--- config.mk ---
export PLATFORM = sky130hd
export DESIGN_NAME = sdram_cmd_tracker
export DESIGN_NICKNAME = d
export VERILOG_FILES = /design/src/rtl/sdram_cmd_pkg.sv /design/src/rtl/sdram_cmd_decode.sv /design/src/rtl/sdram_bank_fsm.sv /design/src/rtl/sdram_pwr_fsm.sv /design/src/rtl/sdram_cmd_tracker.sv
export SDC_FILE = /design/constraint.sdc
export NUM_CORES = 1
export LEC_CHECK = 0
export BUFFER_PORTS_ARGS = -buffer_cell sky130_fd_sc_hd__buf_2
export CAP_MARGIN = 20
export CORE_ASPECT_RATIO = 1.25
export CORE_UTILIZATION = 40
export DETAILED_ROUTE_END_ITERATION = 10
export GPL_TIMING_DRIVEN = 0
export MAX_ROUTING_LAYER = met4
export PLACE_DENSITY_LB_ADDON = 0.25
export SLEW_MARGIN = 25
export SYNTH_ARGS = -nofsm -noshare
export SYNTH_HDL_FRONTEND = slang
export SYNTH_SLANG_ARGS = --single-unit
--- constraint.sdc ---
create_clock -name clk -period 5 [get_ports clk]
set_input_delay 0.75 -clock clk [delete_from_list [all_inputs] [get_ports clk]]
set_output_delay 0.75 -clock clk [all_outputs]
set_load 0.1 [all_outputs]
--- src/rtl/sdram_cmd_pkg.sv ---
package sdram_cmd_pkg;

    typedef enum logic [3:0] {
        C_NOP,
        C_ACT,
        C_RD,
        C_WR,
        C_PRE,
        C_REF,
        C_MRS,
        C_BST,
        C_DESEL
    } cmd_e;

    typedef enum logic [1:0] {
        PW_RUN    = 2'd0,
        PW_PRE_PD = 2'd1,
        PW_ACT_PD = 2'd2,
        PW_SELF   = 2'd3
    } pwr_e;

    typedef enum logic [1:0] {
        BK_IDLE    = 2'd0,
        BK_OPEN    = 2'd1,
        BK_CLOSING = 2'd2
    } bank_e;

endpackage

--- src/rtl/sdram_cmd_decode.sv ---
module sdram_cmd_decode
    import sdram_cmd_pkg::*;
(
    input  logic cs_n,
    input  logic ras_n,
    input  logic cas_n,
    input  logic we_n,
    output cmd_e cmd
);

    always_comb begin
        cmd = C_DESEL;
        if (!cs_n) begin
            unique case ({ras_n, cas_n, we_n})
                3'b111: cmd = C_NOP;
                3'b011: cmd = C_ACT;
                3'b101: cmd = C_RD;
                3'b100: cmd = C_WR;
                3'b010: cmd = C_PRE;
                3'b001: cmd = C_REF;
                3'b000: cmd = C_MRS;
                3'b110: cmd = C_BST;
                default: cmd = C_NOP;
            endcase
        end
    end

endmodule

--- src/rtl/sdram_bank_fsm.sv ---
module sdram_bank_fsm
    import sdram_cmd_pkg::*;
#(
    parameter int ADDR_W = 12
) (
    input  logic              clk,
    input  logic              rst_n,
    input  logic              open_req,
    input  logic              close_req,
    input  logic              ap_req,
    input  logic [ADDR_W-1:0] row_in,
    output logic              is_open,
    output logic [ADDR_W-1:0] row_out
);

    bank_e state_q;
    bank_e state_d;
    logic [ADDR_W-1:0] row_q;

    // state register
    always_ff @(posedge clk or negedge rst_n) begin
        if (!rst_n) begin
            state_q <= BK_IDLE;
            row_q   <= '0;
        end else begin
            state_q <= state_d;
            if (state_q == BK_IDLE && open_req)
                row_q <= row_in;
        end
    end

    // transitions
    always_comb begin
        state_d = state_q;
        unique case (state_q)
            BK_IDLE: begin
                if (open_req)
                    state_d = BK_OPEN;
            end
            BK_OPEN: begin
                if (close_req)
                    state_d = BK_IDLE;
                else if (ap_req)
                    state_d = BK_CLOSING;
            end
            BK_CLOSING: state_d = BK_IDLE;
            default:    state_d = BK_IDLE;
        endcase
    end

    // outputs
    always_comb begin
        is_open = (state_q != BK_IDLE);
        row_out = row_q;
    end

endmodule

--- src/rtl/sdram_pwr_fsm.sv ---
module sdram_pwr_fsm
    import sdram_cmd_pkg::*;
(
    input  logic clk,
    input  logic rst_n,
    input  logic cke,
    input  logic ref_cmd,
    input  logic all_idle,
    output pwr_e state_o,
    output logic run_edge,
    output logic fall_edge
);

    pwr_e state_q;
    pwr_e state_d;

    // state register
    always_ff @(posedge clk or negedge rst_n) begin
        if (!rst_n)
            state_q <= PW_RUN;
        else
            state_q <= state_d;
    end

    // transitions
    always_comb begin
        state_d = state_q;
        unique case (state_q)
            PW_RUN: begin
                if (!cke) begin
                    if (ref_cmd && all_idle)
                        state_d = PW_SELF;
                    else if (all_idle)
                        state_d = PW_PRE_PD;
                    else
                        state_d = PW_ACT_PD;
                end
            end
            PW_PRE_PD, PW_ACT_PD, PW_SELF: begin
                if (cke)
                    state_d = PW_RUN;
            end
            default: state_d = PW_RUN;
        endcase
    end

    // outputs
    always_comb begin
        state_o   = state_q;
        run_edge  = (state_q == PW_RUN) && cke;
        fall_edge = (state_q == PW_RUN) && !cke;
    end

endmodule

--- src/rtl/sdram_cmd_tracker.sv ---
module sdram_cmd_tracker
    import sdram_cmd_pkg::*;
#(
    parameter int NUM_BANKS = 4,
    parameter int ADDR_W    = 12,
    parameter int AP_BIT    = 10,
    localparam int BA_W     = $clog2(NUM_BANKS)
) (
    input  logic                        clk,
    input  logic                        rst_n,
    input  logic                        cs_n,
    input  logic                        ras_n,
    input  logic                        cas_n,
    input  logic                        we_n,
    input  logic                        cke,
    input  logic [BA_W-1:0]             ba,
    input  logic [ADDR_W-1:0]           addr,
    output logic                        cmd_act,
    output logic                        cmd_rd,
    output logic                        cmd_wr,
    output logic                        cmd_pre,
    output logic                        cmd_ref,
    output logic                        cmd_mrs,
    output logic                        cmd_bst,
    output logic                        pre_all,
    output logic                        auto_pre,
    output logic [BA_W-1:0]             tgt_bank,
    output logic [ADDR_W-1:0]           tgt_addr,
    output logic [NUM_BANKS-1:0]        bank_active,
    output logic [NUM_BANKS*ADDR_W-1:0] open_rows,
    output logic [ADDR_W-1:0]           mode_reg,
    output logic [ADDR_W-1:0]           ext_mode_reg,
    output logic [1:0]                  pwr_mode,
    output logic                        proto_err,
    output logic                        cke_err
);

    cmd_e cmd;
    pwr_e pwr;
    logic run_edge, fall_edge, all_idle, sel_open, is_rw, ap_flag;
    logic err_act, err_rw, err_sref, err_cke;
    logic do_act, do_rw, do_pre, do_ref, do_mrs, do_bst;
    logic [NUM_BANKS-1:0] bank_open, open_req, close_req, ap_req;
    logic [ADDR_W-1:0]    bank_row [NUM_BANKS];

    sdram_cmd_decode i_decode (
        .cs_n  (cs_n),
        .ras_n (ras_n),
        .cas_n (cas_n),
        .we_n  (we_n),
        .cmd   (cmd)
    );

    sdram_pwr_fsm i_pwr (
        .clk       (clk),
        .rst_n     (rst_n),
        .cke       (cke),
        .ref_cmd   (cmd == C_REF),
        .all_idle  (all_idle),
        .state_o   (pwr),
        .run_edge  (run_edge),
        .fall_edge (fall_edge)
    );

    // command qualification against bank and power state
    always_comb begin
        all_idle = (bank_open == '0);
        sel_open = bank_open[ba];
        is_rw    = (cmd == C_RD) || (cmd == C_WR);
        ap_flag  = addr[AP_BIT];

        err_act  = run_edge && (cmd == C_ACT) && sel_open;
        err_rw   = run_edge && is_rw && !sel_open;
        err_sref = fall_edge && (cmd == C_REF) && !all_idle;
        err_cke  = is_rw && !cke;

        do_act = run_edge && (cmd == C_ACT) && !sel_open;
        do_rw  = run_edge && is_rw && sel_open;
        do_pre = run_edge && (cmd == C_PRE);
        do_ref = (cmd == C_REF) && (run_edge || (fall_edge && all_idle));
        do_mrs = run_edge && (cmd == C_MRS);
        do_bst = run_edge && (cmd == C_BST);
    end

    for (genvar i = 0; i < NUM_BANKS; i++) begin : g_bank
        always_comb begin
            open_req[i]  = do_act && (ba == BA_W'(i));
            close_req[i] = do_pre && (ap_flag || (ba == BA_W'(i)));
            ap_req[i]    = do_rw && ap_flag && (ba == BA_W'(i));
        end

        sdram_bank_fsm #(
            .ADDR_W (ADDR_W)
        ) i_bank (
            .clk       (clk),
            .rst_n     (rst_n),
            .open_req  (open_req[i]),
            .close_req (close_req[i]),
            .ap_req    (ap_req[i]),
            .row_in    (addr),
            .is_open   (bank_open[i]),
            .row_out   (bank_row[i])
        );

        assign open_rows[i*ADDR_W +: ADDR_W] = bank_row[i];
    end

    assign bank_active = bank_open;
    assign pwr_mode    = pwr;

    // registered command reporting
    always_ff @(posedge clk or negedge rst_n) begin
        if (!rst_n) begin
            cmd_act      <= 1'b0;
            cmd_rd       <= 1'b0;
            cmd_wr       <= 1'b0;
            cmd_pre      <= 1'b0;
            cmd_ref      <= 1'b0;
            cmd_mrs      <= 1'b0;
            cmd_bst      <= 1'b0;
            pre_all      <= 1'b0;
            auto_pre     <= 1'b0;
            tgt_bank     <= '0;
            tgt_addr     <= '0;
            mode_reg     <= '0;
            ext_mode_reg <= '0;
            proto_err    <= 1'b0;
            cke_err      <= 1'b0;
        end else begin
            cmd_act   <= do_act;
            cmd_rd    <= do_rw && (cmd == C_RD);
            cmd_wr    <= do_rw && (cmd == C_WR);
            cmd_pre   <= do_pre;
            cmd_ref   <= do_ref;
            cmd_mrs   <= do_mrs;
            cmd_bst   <= do_bst;
            pre_all   <= do_pre && ap_flag;
            auto_pre  <= do_rw && ap_flag;
            proto_err <= err_act || err_rw || err_sref;
            cke_err   <= err_cke;
            if (do_act || do_rw || do_pre) begin
                tgt_bank <= ba;
                tgt_addr <= addr;
            end
            if (do_mrs && (ba == BA_W'(0)))
                mode_reg <= addr;
            if (do_mrs && (ba == BA_W'(1)))
                ext_mode_reg <= addr;
        end
    end

endmodule

# Yosys cells after proc, flatten, opt, wreduce, memory -nomap -nowiden
# Memories as Yosys holds them, arrays and structs flattened.
# Index checks and enable logic that the tools add are counted.
# word_totals
register_bits	107
latchBits	0
mem_bits_rw	0
romBits	24
in_bits	21
out_inout_bits	103
elab_cells	146
mem_count	1
# op_classes
addsub	0
n_mul	0
n_div	0
n_lt_le_gt_ge	1
n_eq_ne	27
n_shift	0
mux	24
bitwise	0
reduce_logical	69
# mem_list
name	words	word_bits	rd	rd_clocked_by_memory_dff	wr	line	rtl
(no name shown)	8	3	1	0	0	sdram_cmd_decode.sv:14	unique case ({ras_n, cas_n, we_n})
# ops
op	count
logical AND 1 bit	39
two-way mux 2 bit	16
case mux 2 bit (2 select lines)	5
equality test 4 x 3 -> 1 bit (second input constant)	4
equality test 2 x 1 -> 1 bit (second input constant)	6
logical NOT 2 bit	6
inequality test 3 x 1 -> 1 bit (second input constant)	4
logical OR 1 bit	10
AND reduction 2 bit	5
equality test 2 bit (second input constant)	4
equality test 4 x 2 -> 1 bit (second input constant)	2
inequality test 2 x 1 -> 1 bit (second input constant)	4
nonzero test 2 bit	4
equality test 4 x 1 -> 1 bit (second input constant)	1
logical NOT 4 bit	1
two-way mux 4 bit	1
inequality test 2 bit (second input constant)	2
logical NOT 1 bit	3
less-than comparator 2 x 3 -> 1 bit (second input constant)	1
OR reduction 3 bit	1
binary-select mux 1 bit (select 2 bit)	1
two-way mux 1 bit	1

# Longest topological paths before layout
# An unclocked memory read counts as a cell.
# logic_depth
ltp_word	11
ltp_mapped	6
ltp_nobuf	5

# Hierarchy
# A second synthesis with hierarchy kept.
# unflattened
cells_unflattened	297
area_unflattened_um2	4424.2
# modules_own_cells
module	instances	cells_per_inst	area_each_um2
sdram_bank_fsm	4	33	548.0
sdram_cmd_tracker	1	146	2067.0
sdram_pwr_fsm	1	10	110.1
sdram_cmd_decode	1	9	55.1

# Least setup slack after synthesis
# OpenSTA, ideal clock, no wires.
# synth_path
path_type	input to register
from	input ba[0]
to	register tgt_addr[0]
arrival_ns	2.323
t_required_ns	4.874
path_slack_ns	2.550
cell_stages	6
path_cell_list	nor4bb_1 > nor4_2 > buf_4 > mux2i_4 > buf_6 > mux2_4
# synth_between
elab_chain_cells	6
# synth_lines
element	line	rtl
start: declaration	sdram_cmd_tracker.sv:16	input logic [BA_W-1:0] ba,
binary-select mux 1 bit (select 2 bit) (*)	sdram_cmd_tracker.sv:68	sel_open = bank_open[ba];
two-way mux 1 bit (implied by the code) (*)	sdram_cmd_tracker.sv:68	
logical NOT 1 bit	sdram_cmd_tracker.sv:77	do_act = run_edge && (cmd == C_ACT) && !sel_open;
logical AND 1 bit	sdram_cmd_tracker.sv:77	
logical OR 1 bit (*) (2 in a row)	sdram_cmd_tracker.sv:141	if (do_act || do_rw || do_pre) begin
end signal: assignment	sdram_cmd_tracker.sv:143	tgt_addr <= addr;
end: declaration	sdram_cmd_tracker.sv:28	output logic [ADDR_W-1:0] tgt_addr,
# Every way passes the cells marked *; elsewhere a longest branch is shown, timed or not. The select of a mux whose other input is x is not followed.
# A chain may end at the register's enable or synchronous reset.

# Worst setup path after layout
# Same ends and word-level chain as after synthesis.

==> results.md <==
- DP HPWL: 7040 µm
- Flop2flop setup slack: 2.56 ns
- Max reg flops: 48
- Grt total ovfl: 0
- Power Density: between 400 and 500 mW/mm²
- Initial drt markers: 62
- Clock latency on the worst-skew pair: about 0.34 ns
- Kind of critical path: in2reg
- CTS-repair resized insts: 0
- Final setup viols: 0
- Critical path capture point type: register
- Critical path fanouts, max: 10
- Worst-margin pin slew: between 0.5 and 0.6 ns
- Post-synthesis xor/xnor area fraction: 0
- Clock Pin Slew Worst Setup and Hold Paths: approximately 0.070 ns
- Synth Net Count: 316
- Max Freq: 0.383 GHz
- Synth-to-layout area growth: 25.6%
- Clock skew: 0.00475 ns
- Post-Synth Adder-Cell Area: 0
- Final cell count without fillers: between 500 and 600
- Max clock buf depth: 2
- Die area: 0.0114 mm²
- Distinct cell type count after synthesis: 47
- Nets: 451
- Antenna cells: 0
- Initial Utilization: 0.413
- Synth Flop Type: dfrtp_1
- Initial antenna violation count: 0
- Pre-CTS setup slack: 2.04 ns
- Final Worst Setup Slack: approximately 2.4 ns
- Via density: approximately 5.2
- Worst r2r dst: tgt_addr[0]
- Warnings, synthesis: 0
- Largest net degree at the start of global routing: 65
- Post-CTS Hold Fix Bufs: 0
- I/O Buffers: 123
- Most frequent cells in the layout: 125 x buf_2, 107 x dfrtp_1, 76 x mux2_2, 11 x nor2_1, 10 x mux2_4
- Vias in the first global route: 3040
- CTS tree: yes
- Simple-gate share of the synthesized area: 0.0950
- R2R Path Start: g_bank[3].i_bank.state_q[1]
- Unrepaired setup endpoints after global routing: false
- Synth Area in Compound Gates: 0.0300
- First-pass GRT wire length: 16200 µm
- Die Span Y: 119 µm
- HP Class: in2async
- Max Slew Vio Count: 0
- Post-synth EDFFs: 0
- Minimum clock period: 2.61 ns
- CP startpoint kind: primary input
- Gr usage total: 0.197
- I/O pin cnt: 124
- RD Place Congestion: 0.828
- Slew headroom: 0.634
- Die width: 95.7 µm
- Worst vdd ir: 0.000237 V
- Fin Setup TNS: 0 ns
- Commonest non-fill, non-tap cell in the layout: buf_2
- Seq/Total Area, Yosys: 0.611
- Pleak: between 2 and 3 nW
- WL final: between 10000 and 15000 µm
- Clock Sinks: 107
- WL per Instance: 17.8 µm
- Portion of netlist area occupied by mux cells: 0.237
- Worst r2r path cells: 6
- Root Buffer: clkbuf_16
- DRC violations left: 0
- Status: finished clean
- Crit path from: ba[0]
- Critical path arrival: between 2 and 3 ns
- Maxcap violations: 0
- FFs w/ async S/R, synth: 1.00
- Synth Register Bits: 107
- Fin crit share: 0.522
- CP required: approximately 5.2 ns
- Final Hold Viols: 0
- Rows: 42
- Main combinational cell family by area after synthesis: multiplexers
- Mapped cell area: roughly 0.0044 mm²
- Layout cells sized above 1: 0.579
- Cells after Synth: 295
- Antenna Nets Post-Route: 0
- Inst Count DP: 551
- Total power: 2.58 mW
- CTS Buf Count: 9
- Filler Cells Inserted: 1002
- TritonRoute pass-1 iters: 4
- CTS HTree Levels: 3
- Core area: 0.0106 mm²
- Via count: 2930
- Syn avg cell area: 14.9 µm²
- Setup bufs post-CTS: 0
## power by group
part / total (mW) / leakage (nW) / switching [mW] / internal (mW)
sequential: 0.988 / 1.44 / 0.0431 / 0.945
combinational: 0.869 / 1.36 / 0.716 / 0.153
clock: 0.727 / 0.146 / 0.320 / 0.406
## stage by stage
step	utilization	area, µm²	hold WS, ns
5_1_grt	0.519	5510	0.346
4_1_cts	0.519	5510	0.336
6_report	0.519	5510	0.322
2_1_floorplan	-	4390	0.454
3_5_place_dp	0.490	5200	0.490
3_3_place_gp	0.487	5170	0.484
## kinds of logic (layout without fill, tap and decap cells)
logic type,Yosys count,in the layout
AND/OR/NAND/NOR,60,60
flip-flops,107,107
AO/OA/AOI/OAI,19,19
multiplexers,88,88
buffers and inverters,21,161
## per-layer routing
layer | share of wire | vias up | track usage
met1 | 0.44 | 1487 | 0.256
met5 | 0 | - | -
met3 | 0.051 | 16 | 0.0326
met2 | 0.49 | 103 | 0.303
met4 | 0.021 | 0 | 0.0830
li1 | - | 1324 | -
## worst max-delay path: stages
cell and delay [ns]:
buf_2 0.13, nor4bb_1 0.16, nor4_2 0.50, buf_4 0.31, mux2i_4 0.39, buf_6 0.26, mux2_4 0.32
## worst max-delay path by stage
stage                                        endpoint  cells past startpoint  slack [ns]
after CTS                                 tgt_addr[2]                      7        2.41
after floorplan                           tgt_addr[0]                      6        2.55
after global routing      g_bank[2].i_bank.row_out[6]                      7        2.32
final                                     tgt_addr[0]                      7        2.39
after global placement    g_bank[0].i_bank.row_out[9]                      1        2.02
after detailed placement                  tgt_addr[0]                      7        2.04
## layout make-up
cell class                 instances  area, µm²  share of cell area
multi-input combinational        167       1590               0.288
inverter                           5       18.8             0.00341
sequential                       107       2680               0.486
clock inverter                     6       71.3              0.0129
clock buffer                      10        239              0.0434
tap                              132        165              0.0300
timing repair buffer             124        649               0.118
buffer                            16        101              0.0184
## synthesized netlist by cell type, types with 3 or more instances
cell type	instances	share of area
a21oi_1	4	0.0046
and3_1	3	0.0043
buf_2	3	0.0034
buf_4	8	0.014
dfrtp_1	107	0.61
inv_1	5	0.0043
mux2_2	76	0.20
mux2_4	10	0.034
nand2_1	8	0.0068
nand2b_1	3	0.0043
nor2_1	11	0.0094
nor2b_1	5	0.0071
nor3_2	3	0.0068
nor3b_1	3	0.0051
nor4_1	4	0.0057
o21ai_0	3	0.0034
Power figures use the tool's default switching activity.
